==> src/rtl/lcs_pkg.sv <==
package lcs_pkg;
  typedef enum logic [1:0] {
    LS_INV = 2'b00,
    LS_SHR = 2'b01,
    LS_EXC = 2'b10,
    LS_MOD = 2'b11
  } line_st_e;

  typedef enum logic [2:0] {
    BK_MEM_RD  = 3'd0,
    BK_MEM_WR  = 3'd1,
    BK_MEM_WB  = 3'd2,
    BK_IO_RD   = 3'd3,
    BK_IO_WR   = 3'd4,
    BK_INTA    = 3'd5,
    BK_SPECIAL = 3'd6,
    BK_RSVD    = 3'd7
  } bus_kind_e;

  typedef enum logic {
    OP_FILL = 1'b0,
    OP_WHIT = 1'b1
  } req_op_e;

  typedef struct packed {
    line_st_e st;
    logic     ext;
  } line_res_t;
endpackage

==> src/rtl/lcs_cycle_track.sv <==
module lcs_cycle_track
  import lcs_pkg::*;
#(
  parameter int BEATS = 4
) (
  input  logic      clk,
  input  logic      rst_n,
  input  logic      start_i,
  input  bus_kind_e kind_i,
  input  logic      burst_i,
  input  logic      rdy_i,
  input  logic      na_i,
  input  logic      wb_i,
  output logic      done_o,
  output bus_kind_e done_kind_o,
  output logic      wb_ok_o,
  output logic      wb_o
);
  localparam int CW = $clog2(BEATS + 1);
  localparam logic [CW-1:0] LEN_BURST  = CW'(BEATS);
  localparam logic [CW-1:0] LEN_SINGLE = CW'(1);

  logic          active_q;
  bus_kind_e     kind_q;
  logic [CW-1:0] left_q;
  logic          smp_q;
  logic          wb_q;

  logic first_now;
  logic qual;
  logic last_beat;

  assign qual      = (kind_q == BK_MEM_RD) || (kind_q == BK_MEM_WR);
  assign first_now = active_q && !smp_q && (rdy_i || na_i);
  assign last_beat = active_q && rdy_i && (left_q == LEN_SINGLE);

  assign done_o      = last_beat;
  assign done_kind_o = kind_q;
  assign wb_o        = first_now ? wb_i : wb_q;
  assign wb_ok_o     = qual && (smp_q || first_now);

  always_ff @(posedge clk) begin
    if (!rst_n) begin
      active_q <= 1'b0;
      kind_q   <= BK_MEM_RD;
      left_q   <= '0;
      smp_q    <= 1'b0;
      wb_q     <= 1'b0;
    end else if (!active_q) begin
      if (start_i) begin
        active_q <= 1'b1;
        kind_q   <= kind_i;
        left_q   <= burst_i ? LEN_BURST : LEN_SINGLE;
        smp_q    <= 1'b0;
      end
    end else begin
      if (first_now) begin
        smp_q <= 1'b1;
        if (qual) wb_q <= wb_i;
      end
      if (last_beat) begin
        active_q <= 1'b0;
        smp_q    <= 1'b0;
      end else if (rdy_i) begin
        left_q <= left_q - LEN_SINGLE;
      end
    end
  end

  // Sampling only happens on an edge with ready or next-address seen.
  assert_sample_point_R5: assert property (@(posedge clk) disable iff (!rst_n)
    $rose(smp_q) |-> $past(rdy_i || na_i));

  // A cycle of a non-qualifying kind never loads the permit register.
  assert_foreign_kind_R6: assert property (@(posedge clk) disable iff (!rst_n)
    (first_now && !qual) |=> $stable(wb_q));

  // A start pulse during an active cycle leaves its kind untouched.
  assert_restart_ignored_R10: assert property (@(posedge clk) disable iff (!rst_n)
    (active_q && start_i && !last_beat) |=> (active_q && $stable(kind_q)));

  // The cycle closes on its final ready.
  assert_cycle_close_R7: assert property (@(posedge clk) disable iff (!rst_n)
    last_beat |=> !active_q);
endmodule

==> src/rtl/lcs_state_rules.sv <==
module lcs_state_rules
  import lcs_pkg::*;
(
  input  req_op_e   op_i,
  input  line_st_e  cur_i,
  output logic      imm_o,
  output line_res_t imm_res_o,
  input  req_op_e   pend_op_i,
  input  logic      pend_pwt_i,
  input  logic      wb_i,
  output line_res_t def_res_o
);
  always_comb begin
    imm_o     = 1'b0;
    imm_res_o = '{st: LS_MOD, ext: 1'b0};
    if (op_i == OP_WHIT) begin
      unique case (cur_i)
        LS_INV: begin
          imm_o     = 1'b1;
          imm_res_o = '{st: LS_INV, ext: 1'b1};
        end
        LS_EXC, LS_MOD: begin
          imm_o     = 1'b1;
          imm_res_o = '{st: LS_MOD, ext: 1'b0};
        end
        default: imm_o = 1'b0;
      endcase
    end
  end

  always_comb begin
    def_res_o.st  = (wb_i && !pend_pwt_i) ? LS_EXC : LS_SHR;
    def_res_o.ext = (pend_op_i == OP_WHIT);
  end
endmodule

==> src/rtl/lcs_res_slot.sv <==
module lcs_res_slot
  import lcs_pkg::*;
(
  input  logic      clk,
  input  logic      rst_n,
  input  logic      load_i,
  input  line_res_t data_i,
  input  logic      ready_i,
  output logic      valid_o,
  output line_res_t data_o
);
  always_ff @(posedge clk) begin
    if (!rst_n) begin
      valid_o <= 1'b0;
      data_o  <= '{st: LS_INV, ext: 1'b0};
    end else if (load_i) begin
      valid_o <= 1'b1;
      data_o  <= data_i;
    end else if (ready_i) begin
      valid_o <= 1'b0;
    end
  end

  // A held result stays put until the consumer takes it.
  assert_hold_R8: assert property (@(posedge clk) disable iff (!rst_n)
    (valid_o && !ready_i) |=> (valid_o && $stable(data_o)));
endmodule

==> src/rtl/lcs_resolver.sv <==
module lcs_resolver
  import lcs_pkg::*;
#(
  parameter int BEATS = 4
) (
  input  logic       clk,
  input  logic       rst_n,
  input  logic       bus_start,
  input  logic [2:0] bus_kind,
  input  logic       bus_burst,
  input  logic       bus_rdy,
  input  logic       bus_na,
  input  logic       wbwt_in,
  input  logic       req_valid,
  output logic       req_ready,
  input  logic       req_op,
  input  logic [1:0] req_cur,
  input  logic       req_pwt,
  output logic       res_valid,
  input  logic       res_ready,
  output logic [1:0] res_state,
  output logic       res_ext
);
  logic      done;
  bus_kind_e done_kind;
  logic      wb_ok;
  logic      wb_eff;

  logic      pend_q;
  req_op_e   pend_op_q;
  logic      pend_pwt_q;

  logic      imm;
  line_res_t imm_res;
  line_res_t def_res;
  line_res_t slot_out;
  logic      req_fire;
  logic      kind_match;
  logic      resolve;
  logic      load;
  line_res_t load_res;

  lcs_cycle_track #(.BEATS(BEATS)) u_track (
    .clk         (clk),
    .rst_n       (rst_n),
    .start_i     (bus_start),
    .kind_i      (bus_kind_e'(bus_kind)),
    .burst_i     (bus_burst),
    .rdy_i       (bus_rdy),
    .na_i        (bus_na),
    .wb_i        (wbwt_in),
    .done_o      (done),
    .done_kind_o (done_kind),
    .wb_ok_o     (wb_ok),
    .wb_o        (wb_eff)
  );

  lcs_state_rules u_rules (
    .op_i       (req_op_e'(req_op)),
    .cur_i      (line_st_e'(req_cur)),
    .imm_o      (imm),
    .imm_res_o  (imm_res),
    .pend_op_i  (pend_op_q),
    .pend_pwt_i (pend_pwt_q),
    .wb_i       (wb_eff),
    .def_res_o  (def_res)
  );

  assign req_ready  = !pend_q && !res_valid;
  assign req_fire   = req_valid && req_ready;
  assign kind_match = (pend_op_q == OP_FILL) ? (done_kind == BK_MEM_RD)
                                             : (done_kind == BK_MEM_WR);
  assign resolve    = pend_q && done && wb_ok && kind_match;
  assign load       = resolve || (req_fire && imm);
  assign load_res   = resolve ? def_res : imm_res;

  always_ff @(posedge clk) begin
    if (!rst_n) begin
      pend_q     <= 1'b0;
      pend_op_q  <= OP_FILL;
      pend_pwt_q <= 1'b0;
    end else if (req_fire && !imm) begin
      pend_q     <= 1'b1;
      pend_op_q  <= req_op_e'(req_op);
      pend_pwt_q <= req_pwt;
    end else if (resolve) begin
      pend_q <= 1'b0;
    end
  end

  lcs_res_slot u_slot (
    .clk     (clk),
    .rst_n   (rst_n),
    .load_i  (load),
    .data_i  (load_res),
    .ready_i (res_ready),
    .valid_o (res_valid),
    .data_o  (slot_out)
  );

  assign res_state = slot_out.st;
  assign res_ext   = slot_out.ext;

  // A write hit on an owned line yields modified on the next edge.
  assert_excl_promote_R3: assert property (@(posedge clk) disable iff (!rst_n)
    (req_fire && req_op && req_cur[1]) |=> (res_valid && res_state == 2'b11 && !res_ext));

  // Waiting request and held result never coexist.
  assert_single_owner_R8: assert property (@(posedge clk) disable iff (!rst_n)
    res_valid |-> !pend_q);

  // A deferred write-hit result always demands a bus write.
  assert_shared_write_ext_R4: assert property (@(posedge clk) disable iff (!rst_n)
    (resolve && pend_op_q == OP_WHIT) |=> (res_valid && res_ext));
endmodule

==> config.mk <==
export PLATFORM = sky130hd
export DESIGN_NAME = lcs_resolver
export DESIGN_NICKNAME = d
export VERILOG_FILES = /design/src/rtl/lcs_pkg.sv /design/src/rtl/lcs_cycle_track.sv /design/src/rtl/lcs_state_rules.sv /design/src/rtl/lcs_res_slot.sv /design/src/rtl/lcs_resolver.sv
export SDC_FILE = /design/constraint.sdc
export NUM_CORES = 1
export LEC_CHECK = 0
export ABC_AREA = 1
export BUFFER_PORTS_ARGS = -buffer_cell sky130_fd_sc_hd__buf_2
export CAP_MARGIN = 20
export CORE_MARGIN = 4
export CORE_UTILIZATION = 51
export CTS_CLUSTER_SIZE = 20
export DETAILED_ROUTE_END_ITERATION = 6
export GPL_TIMING_DRIVEN = 0
export PLACE_DENSITY = 0.78
export SETUP_SLACK_MARGIN = 0.15
export SLEW_MARGIN = 5
export SYNTH_ARGS = -nofsm -noshare
export SYNTH_HDL_FRONTEND = slang
export SYNTH_HIERARCHICAL = 1
export SYNTH_SLANG_ARGS = --single-unit
==> constraint.sdc <==
create_clock -name clk -period 2 [get_ports clk]
set_clock_uncertainty 0.15 [all_clocks]
set_input_delay 0.4 -clock clk [delete_from_list [all_inputs] [get_ports clk]]
set_output_delay 0.4 -clock clk [all_outputs]
set_load 0.02 [all_outputs]
==> out/results.ini <==
[pwr]
combPwrFrac_pct = 22.7
power_density_nw_per_um2 = 658
sw_frac_of_total_pct = 30.2
total_power_uw = 679
clkPwrFrac_pct = 24.0
power_leakage_nw = 0.535
power.internal_uw = 474
seqPwrFrac_pct = 53.4
vdd.ir_drop.worst_mv = 0.542
switchingPower_uw = 205

[logic_synthesis]
synth_edf_count = 0
synthTopCellsByArea = dfxtp_1, nand2_1, inv_1, nor2_1, nand3_1
ys_async_sr_fraction_pct = 0
synth_adder_area_share_pct = 2.85
synth_area_um2 = 877
seq_area_frac_synth_pct = 36.5
yosys.area.top_type = dfxtp_1
synthTopCellsByCount = nand2_1, inv_1, nor2_1
yosysMostFrequentCell = nand2_1
synth_top_family_by_area = simple AND/OR/NAND/NOR gates
postSynthAreaPerCell_um2 = 6.50
ys_warn_count = 6
synth_fp_nets = 153
ys_ff_latch = 16
synth_top_area_share_pct = 36.5
synth_cells = 135
synth-compound-area-share_pct = 14.0
synthFlopType = dfxtp_1
synthMuxAreaShare_pct = 0
synthSimpleGateAreaFrac_pct = 33.8
synth_cell_types = 19
synth_xor_area_share_pct = 0

[routing]
route.detailed.drc = 0
drt-initial-drc-count = 24
wl_um = 1710
avgViaCountPerCell = 4.85
wl_per_cell_um = 9.83
dr_total_vias = 844
drtAntennaViolNets = 0
drtPass1Iterations = 4

[floorplan]
die_h_um = 49.5
row_count = 14
io_pins = 21
coreArea_um2 = 1560
die_x_um = 49.5
start_util_pct = 56.3
die-area_um2 = 2450

[clocking]
numClockSinks = 16
clk_path_buf_depth = 2
htree_num_levels = 1
clock_latency_ns = 0.28
cts-root-buf = clkbuf_4
cts_tree = built
cts_setup_buffers = 0
cts_resized = 0
holdBufCountCts = 0
cts_made_buffers = 3
clk_pin_slew_ns = 0.09

[layout]
multi_input_area_um2 = 455
final_util_pct = 66.2
diodes = 0
fillers = 144
regArea_um2 = 322
nNetsFinal = 178
area_growth_pct = 17.7
drive_gt1_share_pct = 25.3

[grt]
antenna_found_initial = 0
grt_max_degree = 13
grt_use_total_pct = 14.6
overflow = 0
grt_pass1_vias = 686
grt_pass1_wl_um = 2790

[placement]
numPortBuffers = 20
place_congestion = 0.811
hpwl_um = 1340

[worst_setup_path]
crit_arrival_ns = 1.69
path_max_fanout = 8
crit_type = flop to flop
crit_required_ns = 2.02
r2r_slack_ns = 0.33
crit_path_start_kind = flop
end_kind = flop

[sta]
rsz0062_at_grt = no
finalMaxSlewViolations = 0
finalSetupTns_ns = 0
hold_viol_final = 0
final-setup-viol-count = 0
slew_headroom_pct = 83.3
worstMarginPinSlew_ns = 0.250
finalCritPeriodShare_pct = 83.4
finalCriticalPeriod_ns = 1.67
fmax_mhz = 599

[run_status]
status = finished, final reports clean

[job]
timing.max_cap.violations = 0

[min_path]
min_path_type = primary input to flop

## layout by cell type (no fill, tap or decap), drive strengths merged
master and count:
ha 2, dfxtp 16, nor3 1, o21ai 14
nor2 22, nand2 31, nand3 10, or2 2
inv 26, buf 22, a21oi 9, clkbuf 3
## layer usage
metal  GRT usage (%)  share of wire (%)  vias up
li1                -                  -      462
met1            19.1                 48      359
met2            22.3                 44       21
met3            5.42                7.0        2
met4            4.15               0.64        0
met5               0                  0        -
## per-stage QoR
stage          hold WS (ns)  instance area [µm²]  worst slack (ns)  std cells
3_5_place_dp          0.304                  997             0.229        171
4_1_cts               0.201                 1020             0.197        174
3_3_place_gp          0.293                  997             0.216        171
2_1_floorplan         0.285                  877             0.426        135
6_report              0.205                 1030             0.331        174
5_1_grt               0.213                 1030             0.123        174
## layout make-up
cell class | count | area share, %
multi-input combinational | 91 | 44.1
tap | 16 | 1.94
timing repair buffer | 20 | 9.70
inverter | 26 | 9.45
buffer | 2 | 1.45
sequential | 16 | 31.2
clock buffer | 3 | 2.18
## cell families after synthesis
logic type | after synthesis
fa+ha+maj | 2
simple gates | 66
compound gates | 23
flops | 16
buf+inv | 28
## path summary, 6_finish.rpt
check / startpoint / to / depth (start not counted)
setup / recovery: u_track/left_q[0]$_SDFFE_PN0P_ / u_slot/data_o[0]$_SDFFE_PN0P_ / 10
hold / removal: res_ready / u_slot/valid_o$_SDFFE_PN0P_ / 4
setup reg to reg: u_track/left_q[0]$_SDFFE_PN0P_ / u_slot/data_o[0]$_SDFFE_PN0P_ / 10
hold reg to reg: pend_pwt_q$_SDFFE_PN0P_ / pend_pwt_q$_SDFFE_PN0P_ / 2
## worst max-delay path, stage by stage, from the launching register on
cell	delay (ns)
dfxtp_1	0.38
ha_1	0.19
nand3_1	0.10
inv_1	0.08
nand2_1	0.07
nor2_2	0.09
nand3_2	0.18
nand2_4	0.12
inv_2	0.06
nor2_1	0.09
nor2_1	0.05
## power groups by stage
| stage | Combinational (mW) | Clock, mW | Sequential, mW |
|---|---|---|---|
| final | 0.154 | 0.163 | 0.362 |
| after global routing | 0.176 | 0.189 | 0.366 |
| after CTS | 0.151 | 0.170 | 0.362 |
| after detailed placement | 0.150 | 0 | 0.369 |
| after global placement | 0.145 | 0 | 0.368 |
| after floorplan | 0.0976 | 0 | 0.373 |
## registers in the layout, summed over array words and instances, names as in the netlist
name / flops
u_track/wb_q: 1
u_track/left_q: 3
u_track/active_q: 1
u_track/done_kind_o: 3
pend_op_q: 1
u_slot/data_o: 3
u_slot/valid_o: 1
pend_q: 1
pend_pwt_q: 1
u_track/smp_q: 1
No activity file was read; power rests on OpenSTA's default activity.
